File: config.mk
export PLATFORM = sky130hd
export DESIGN_NAME = assoc_wb_cache
export DESIGN_NICKNAME = d
export VERILOG_FILES = /design/src/rtl/cache_pkg.sv /design/src/rtl/cache_tag_store.sv /design/src/rtl/cache_data_store.sv /design/src/rtl/cache_victim_sel.sv /design/src/rtl/assoc_wb_cache.sv
export SDC_FILE = /design/constraint.sdc
export NUM_CORES = 2
export LEC_CHECK = 0
export BUFFER_PORTS_ARGS = -buffer_cell sky130_fd_sc_hd__buf_2
export CAP_MARGIN = 0
export CORE_MARGIN = 4
export CORE_UTILIZATION = 60
export CTS_BUF_LIST = sky130_fd_sc_hd__clkbuf_8
export CTS_CLUSTER_SIZE = 10
export DETAILED_ROUTE_END_ITERATION = 10
export GPL_TIMING_DRIVEN = 0
export HOLD_SLACK_MARGIN = 0.03
export PLACE_DENSITY_LB_ADDON = 0.25
export SETUP_SLACK_MARGIN = 0.3
export SLEW_MARGIN = 20
export SYNTH_ARGS = -nofsm -noshare
export SYNTH_HDL_FRONTEND = slang
export SYNTH_SLANG_ARGS = --single-unit
export TNS_END_PERCENT = 1
File: constraint.sdc
create_clock -name clk_i -period 12.1 [get_ports clk_i]
set_clock_uncertainty 0.15 [all_clocks]
set_input_delay 1.815 -clock clk_i [delete_from_list [all_inputs] [get_ports clk_i]]
set_output_delay 1.815 -clock clk_i [all_outputs]
set_load 0.1 [all_outputs]
File: src/rtl/cache_pkg.sv
package cache_pkg;
  typedef enum logic [1:0] {
    ST_LOOKUP = 2'd0,
    ST_WBACK  = 2'd1,
    ST_REFILL = 2'd2
  } ctrl_state_e;
endpackage

File: src/rtl/cache_tag_store.sv
module cache_tag_store #(
  parameter int WAYS  = 2,
  parameter int SETS  = 4,
  parameter int TAG_W = 3,
  localparam int IDX_W = (SETS > 1) ? $clog2(SETS) : 1,
  localparam int WAY_W = (WAYS > 1) ? $clog2(WAYS) : 1
) (
  input  logic                       clk_i,
  input  logic                       rst_ni,
  input  logic [IDX_W-1:0]           idx_i,
  input  logic [TAG_W-1:0]           tag_i,
  output logic [WAYS-1:0]            hit_o,
  output logic [WAYS-1:0]            valid_o,
  output logic [WAYS-1:0]            dirty_o,
  output logic [WAYS-1:0][TAG_W-1:0] tags_o,
  input  logic                       fill_i,
  input  logic [WAY_W-1:0]           fill_way_i,
  input  logic                       mark_i,
  input  logic [WAY_W-1:0]           mark_way_i
);
  logic [TAG_W-1:0] tag_q   [SETS][WAYS];
  logic [WAYS-1:0]  valid_q [SETS];
  logic [WAYS-1:0]  dirty_q [SETS];

  always_ff @(posedge clk_i or negedge rst_ni) begin
    if (!rst_ni) begin
      for (int s = 0; s < SETS; s++) begin
        valid_q[s] <= '0;
        dirty_q[s] <= '0;
      end
    end else begin
      if (fill_i) begin
        valid_q[idx_i][fill_way_i] <= 1'b1;
        dirty_q[idx_i][fill_way_i] <= 1'b0;
      end
      if (mark_i) dirty_q[idx_i][mark_way_i] <= 1'b1;
    end
  end

  always_ff @(posedge clk_i) begin
    if (fill_i) tag_q[idx_i][fill_way_i] <= tag_i;
  end

  // parallel compare across the selected set
  for (genvar w = 0; w < WAYS; w++) begin : g_way
    assign tags_o[w]  = tag_q[idx_i][w];
    assign valid_o[w] = valid_q[idx_i][w];
    assign dirty_o[w] = dirty_q[idx_i][w];
    assign hit_o[w]   = valid_q[idx_i][w] && (tag_q[idx_i][w] == tag_i);
  end
endmodule

File: src/rtl/cache_data_store.sv
module cache_data_store #(
  parameter int WAYS   = 2,
  parameter int SETS   = 4,
  parameter int WORDS  = 8,
  parameter int DATA_W = 32,
  localparam int IDX_W = (SETS > 1) ? $clog2(SETS) : 1,
  localparam int WAY_W = (WAYS > 1) ? $clog2(WAYS) : 1,
  localparam int OFF_W = (WORDS > 1) ? $clog2(WORDS) : 1
) (
  input  logic              clk_i,
  input  logic [IDX_W-1:0]  idx_i,
  input  logic [WAY_W-1:0]  rd_way_i,
  input  logic [OFF_W-1:0]  rd_off_i,
  output logic [DATA_W-1:0] rd_data_o,
  input  logic              wr_en_i,
  input  logic [WAY_W-1:0]  wr_way_i,
  input  logic [OFF_W-1:0]  wr_off_i,
  input  logic [DATA_W-1:0] wr_data_i
);
  logic [DATA_W-1:0] mem_q [SETS][WAYS][WORDS];

  always_ff @(posedge clk_i) begin
    if (wr_en_i) mem_q[idx_i][wr_way_i][wr_off_i] <= wr_data_i;
  end

  assign rd_data_o = mem_q[idx_i][rd_way_i][rd_off_i];
endmodule

File: src/rtl/cache_victim_sel.sv
module cache_victim_sel #(
  parameter int WAYS = 2,
  parameter int SETS = 4,
  localparam int IDX_W = (SETS > 1) ? $clog2(SETS) : 1,
  localparam int WAY_W = (WAYS > 1) ? $clog2(WAYS) : 1
) (
  input  logic             clk_i,
  input  logic             rst_ni,
  input  logic [IDX_W-1:0] idx_i,
  input  logic [WAYS-1:0]  valid_i,
  input  logic             adv_i,
  output logic [WAY_W-1:0] victim_o
);
  localparam logic [WAY_W-1:0] LAST_WAY = WAY_W'(WAYS - 1);

  logic [WAY_W-1:0] ptr_q [SETS];

  always_ff @(posedge clk_i or negedge rst_ni) begin
    if (!rst_ni) begin
      for (int s = 0; s < SETS; s++) ptr_q[s] <= '0;
    end else if (adv_i) begin
      ptr_q[idx_i] <= (ptr_q[idx_i] == LAST_WAY) ? '0 : ptr_q[idx_i] + 1'b1;
    end
  end

  // lowest invalid way wins, else oldest fill
  always_comb begin
    logic found;
    found    = 1'b0;
    victim_o = ptr_q[idx_i];
    for (int w = 0; w < WAYS; w++) begin
      if (!valid_i[w] && !found) begin
        victim_o = WAY_W'(w);
        found    = 1'b1;
      end
    end
  end
endmodule

File: src/rtl/assoc_wb_cache.sv
module assoc_wb_cache
  import cache_pkg::*;
#(
  parameter int ADDR_W = 8,
  parameter int DATA_W = 32,
  parameter int WAYS   = 2,
  parameter int SETS   = 4,
  parameter int WORDS  = 8
) (
  input  logic              clk_i,
  input  logic              rst_ni,
  input  logic              req_i,
  input  logic              we_i,
  input  logic [ADDR_W-1:0] addr_i,
  input  logic [DATA_W-1:0] wdata_i,
  output logic              ready_o,
  output logic [DATA_W-1:0] rdata_o,
  output logic              mem_req_o,
  output logic              mem_we_o,
  output logic [ADDR_W-1:0] mem_addr_o,
  output logic [DATA_W-1:0] mem_wdata_o,
  input  logic              mem_ack_i,
  input  logic [DATA_W-1:0] mem_rdata_i
);
  localparam int OFF_W = (WORDS > 1) ? $clog2(WORDS) : 1;
  localparam int IDX_W = (SETS > 1) ? $clog2(SETS) : 1;
  localparam int WAY_W = (WAYS > 1) ? $clog2(WAYS) : 1;
  localparam int TAG_W = ADDR_W - IDX_W - OFF_W;
  localparam logic [OFF_W-1:0] LAST_OFF = OFF_W'(WORDS - 1);

  ctrl_state_e state_q, state_d;
  logic [WAY_W-1:0] vic_q, vic_d;
  logic [TAG_W-1:0] vic_tag_q, vic_tag_d;
  logic [OFF_W-1:0] cnt_q, cnt_d;

  logic [TAG_W-1:0] req_tag;
  logic [IDX_W-1:0] req_idx;
  logic [OFF_W-1:0] req_off;
  assign {req_tag, req_idx, req_off} = addr_i;

  logic [WAYS-1:0]            hit_vec, valid_vec, dirty_vec;
  logic [WAYS-1:0][TAG_W-1:0] set_tags;
  logic [WAY_W-1:0]           hit_way, victim;
  logic                       hit, lookup, refill_ack, last_word;
  logic                       fill, mark;
  logic [WAY_W-1:0]           rd_way, wr_way;
  logic [OFF_W-1:0]           rd_off, wr_off;
  logic [DATA_W-1:0]          rd_data, wr_data;
  logic                       wr_en;

  always_comb begin
    hit_way = '0;
    for (int w = 0; w < WAYS; w++) begin
      if (hit_vec[w]) hit_way = WAY_W'(w);
    end
  end

  assign hit        = |hit_vec;
  assign lookup     = (state_q == ST_LOOKUP);
  assign ready_o    = lookup && req_i && hit;
  assign rdata_o    = rd_data;
  assign last_word  = (cnt_q == LAST_OFF);
  assign refill_ack = (state_q == ST_REFILL) && mem_ack_i;
  assign fill       = refill_ack && last_word;
  assign mark       = ready_o && we_i;

  assign rd_way  = lookup ? hit_way : vic_q;
  assign rd_off  = lookup ? req_off : cnt_q;
  assign wr_en   = refill_ack || mark;
  assign wr_way  = refill_ack ? vic_q : hit_way;
  assign wr_off  = refill_ack ? cnt_q : req_off;
  assign wr_data = refill_ack ? mem_rdata_i : wdata_i;

  assign mem_req_o   = (state_q == ST_WBACK) || (state_q == ST_REFILL);
  assign mem_we_o    = (state_q == ST_WBACK);
  assign mem_addr_o  = {(state_q == ST_WBACK) ? vic_tag_q : req_tag, req_idx, cnt_q};
  assign mem_wdata_o = rd_data;

  cache_tag_store #(.WAYS(WAYS), .SETS(SETS), .TAG_W(TAG_W)) i_tags (
    .clk_i      (clk_i),
    .rst_ni     (rst_ni),
    .idx_i      (req_idx),
    .tag_i      (req_tag),
    .hit_o      (hit_vec),
    .valid_o    (valid_vec),
    .dirty_o    (dirty_vec),
    .tags_o     (set_tags),
    .fill_i     (fill),
    .fill_way_i (vic_q),
    .mark_i     (mark),
    .mark_way_i (hit_way)
  );

  cache_data_store #(.WAYS(WAYS), .SETS(SETS), .WORDS(WORDS), .DATA_W(DATA_W)) i_data (
    .clk_i     (clk_i),
    .idx_i     (req_idx),
    .rd_way_i  (rd_way),
    .rd_off_i  (rd_off),
    .rd_data_o (rd_data),
    .wr_en_i   (wr_en),
    .wr_way_i  (wr_way),
    .wr_off_i  (wr_off),
    .wr_data_i (wr_data)
  );

  cache_victim_sel #(.WAYS(WAYS), .SETS(SETS)) i_victim (
    .clk_i    (clk_i),
    .rst_ni   (rst_ni),
    .idx_i    (req_idx),
    .valid_i  (valid_vec),
    .adv_i    (fill),
    .victim_o (victim)
  );

  always_comb begin
    state_d   = state_q;
    vic_d     = vic_q;
    vic_tag_d = vic_tag_q;
    cnt_d     = cnt_q;
    unique case (state_q)
      ST_LOOKUP: begin
        if (req_i && !hit) begin
          vic_d     = victim;
          vic_tag_d = set_tags[victim];
          cnt_d     = '0;
          state_d   = (valid_vec[victim] && dirty_vec[victim]) ? ST_WBACK : ST_REFILL;
        end
      end
      ST_WBACK: begin
        if (mem_ack_i) begin
          cnt_d = cnt_q + 1'b1;
          if (last_word) begin
            cnt_d   = '0;
            state_d = ST_REFILL;
          end
        end
      end
      ST_REFILL: begin
        if (mem_ack_i) begin
          cnt_d = cnt_q + 1'b1;
          if (last_word) begin
            cnt_d   = '0;
            state_d = ST_LOOKUP;
          end
        end
      end
      default: state_d = ST_LOOKUP;
    endcase
  end

  always_ff @(posedge clk_i or negedge rst_ni) begin
    if (!rst_ni) begin
      state_q   <= ST_LOOKUP;
      vic_q     <= '0;
      vic_tag_q <= '0;
      cnt_q     <= '0;
    end else begin
      state_q   <= state_d;
      vic_q     <= vic_d;
      vic_tag_q <= vic_tag_d;
      cnt_q     <= cnt_d;
    end
  end
endmodule

==> impl_metrics.env <==
export IMPL_status="complete, but fails checks"
export IMPL_violations="max-slew violations"
export IMPL_drive_above_1_share_pct=28.24
export IMPL_worst_pin_slew_ns=1.638
export IMPL_clk_pin_slew_ns=0.06
export IMPL_num_fill_cells=8027
export IMPL_peakVddDrop_v=0.0008005
export IMPL_io_buffers=148
export IMPL_cts_made_buffers=332
export IMPL_syn_to_final_growth_pct=14.23
export IMPL_slew_headroom_pct=-9.169
export IMPL_wl_per_cell_um=31.92
export IMPL_post_cts_buffers=0
export IMPL_synth_area_sq_um=81510
export IMPL_synth_avg_cell_area_sq_um=20.27
export IMPL_dpl_hpwl_um=142400
export IMPL_cp_slowest_cell="a32oi_1"
export IMPL_yosysSeqAreaShare_pct=77.22
export IMPL_drt_wl_total_um=210900
export IMPL_hold_viol=0
export IMPL_synth_cell_types=49
export IMPL_async_reset_ff_share_pct=1.380
export IMPL_clk_latency_ns=1.00
export IMPL_fin_total_pwr_uw=19160
export IMPL_worst_ep_required_time_ns=10.14
export IMPL_ios=152
export IMPL_ys_flop_type="edfxtp_1"
export IMPL_setup_viol=0
export IMPL_grt_pass1_vias=43850
export IMPL_rsz0062_at_grt="false"
export IMPL_synth_edff_count=2072
export IMPL_yosysMostFrequentCell="edfxtp_1"
export IMPL_p_per_area_nw_per_um2=205.7
export IMPL_drtIter0Drc=6384
export IMPL_yosys_top_cells_count="edfxtp_1, mux4_2, nand2_1"
export IMPL_synth_seq_cells=2101
export IMPL_ant_nets=0
export IMPL_ys_warn_count=0
export IMPL_hold_class="flip-flop to flip-flop"
export IMPL_synth_top_area_share_pct=76.33
export IMPL_drv_cap=0
export IMPL_core_area_sq_um=134100
export IMPL_cts_resized=0
export IMPL_slew_viol_final=2
export IMPL_synthTopCellsByArea="edfxtp_1, mux4_2, nand2_1"
export IMPL_max_stage_delay_ns=1.23
export IMPL_synthCells=4022
export IMPL_gp_congestion=0.9458
export IMPL_path_cells="buf_2, buf_1, clkbuf_1, clkbuf_1, mux4_2, a21oi_1, a22oi_1, a32oi_1, o211ai_1, buf_4, buf_2"
export IMPL_grt_pass1_wl_um=302900
export IMPL_clockBufferDepth=4
export IMPL_antenna_found_initial=17
export IMPL_finalNetCount=4691
export IMPL_fmax_mhz=105.9
export IMPL_cts_max_level=5
export IMPL_critPathMaxFanout=10
export IMPL_cts_hold_buf=0
export IMPL_std_cell_rows=134
export IMPL_drtPass1Iterations=6
export IMPL_synth_fp_nets=4104
export IMPL_crit_path_start_kind="input pin"
export IMPL_critPathKind="input pin to output port"
export IMPL_finalCritPeriodShare_pct=78.06
export IMPL_clock_sinks=2101
export IMPL_cp_arrival_ns=7.48
export IMPL_fin_setup_tns_ns=0
export IMPL_dieHeight_um=376.6
export IMPL_end_kind="output port"
export IMPL_grt_use_total_pct=30.13
export IMPL_tritoncts="built"
export IMPL_fp_dieW_um=376.6
export IMPL_via_count=43400
export IMPL_regArea_sq_um=62950
export IMPL_vias_per_cell=6.570
export IMPL_dieArea_sq_um=141800
export IMPL_start_util_pct=60.77
export IMPL_grt_start_max_net_pins=65
export IMPL_root_buffer="clkbuf_8"
export IMPL_drc=0
export IMPL_grt_overflow_total=0
export IMPL_multi_input_area_sq_um=18070
export IMPL_yosysTopAreaCell="edfxtp_1"
export IMPL_min_period_ns=9.445
export IMPL_leakage_uw=0.02985
==> state kept, by name, indices dropped and copies added (netlist names) <==
name and cells:
i_data.mem_q 2048, state_q 2, cnt_q 3, i_tags.tag_q 24
i_victim.ptr_q 4, vic_q 1, i_tags.dirty_q 8, vic_tag_q 3
i_tags.valid_q 8
==> logic make-up after synthesis <==
logic type / count (synthesis) / synth area share, %
DFF: 2101 / 77.22
and+or+nand+nor: 669 / 3.257
muxes: 533 / 14.58
AOI/OAI and AO/OA: 426 / 3.245
buffers and inverters: 278 / 1.513
xor gates and xnor gates: 10 / 0.1074
adders and majority gates: 5 / 0.07675
==> cell type report <==
cell class | count | area share, %
buffer | 263 | 1.285
antenna | 12 | 0.03225
inverter | 15 | 0.06047
clock buffer | 343 | 5.070
clock inverter | 208 | 0.9271
tap | 1768 | 2.376
sequential | 2101 | 67.60
multi-input combinational | 1643 | 19.40
timing repair buffer | 253 | 3.249
==> power breakdown <==
group / total [uW] / internal (uW) / switching [uW]
Combinational: 5280 / 1020 / 4260
Sequential: 8630 / 8590 / 35.3
Clock: 5250 / 2620 / 2620
Total: 19200 / 12200 / 6920
==> metrics by stage <==
step                std cells  setup WS [ns]  cell area (sq um)  hold WS, ns  utilization (%)
floorplan                4022          4.423              81510       0.2787                -
global placement         5938          3.073              84470       0.2944            62.97
detailed placement       6031          3.111              87370       0.2992            65.14
CTS                      6582          3.100              92950       0.3156            69.30
global route             6600          2.839              93100       0.3364            69.41
finish                   6606          2.655              93120       0.3177            69.42
==> critical path, delay by kind of cell <==
family                 cells  cell delay (ns)
muxes                      1             0.46
buffers and inverters      6             3.16
AOI/OAI and AO/OA          4             2.01
==> cell usage in the layout (no fill, tap or decap), drive strengths merged, types with 29 or more instances in the layout <==
cell    Yosys  final
nor2       78     78
nand2     523    523
clkinv      0     89
nand3      39     39
o211ai     32     32
a21oi     264    264
dfrtp      29     29
a22oi      32     32
clkbuf    147    492
a22o       35     35
buf       116    367
inv        15    129
mux4      523    523
a32oi      32     32
edfxtp   2072   2072
==> worst paths after layout <==
check / start / to / slack [ns] / cells after the start
max: addr_i[4] / rdata_o[15] / 2.65 / 11
min: i_tags.valid_q[4] / i_tags.valid_q[4] / 0.32 / 1
max reg2reg: i_tags.tag_q[3][2] / i_data.mem_q[1][137] / 7.97 / 9
min reg2reg: i_tags.valid_q[4] / i_tags.valid_q[4] / 0.32 / 1
max in group asynchronous: rst_ni / cnt_q[2] / 10.58 / 1
min in group asynchronous: rst_ni / i_tags.valid_q[7] / 0.73 / 1
==> metal layers <==
metal  track usage (%)  vias up  share of wire, %
met5             1.415        -              0.18
li1                  -    17630                 -
met4             13.46        4               4.8
met1             40.52    22340                35
met2             46.86     2952                48
met3             8.428      476                12
Power figures use the tool's default switching activity.
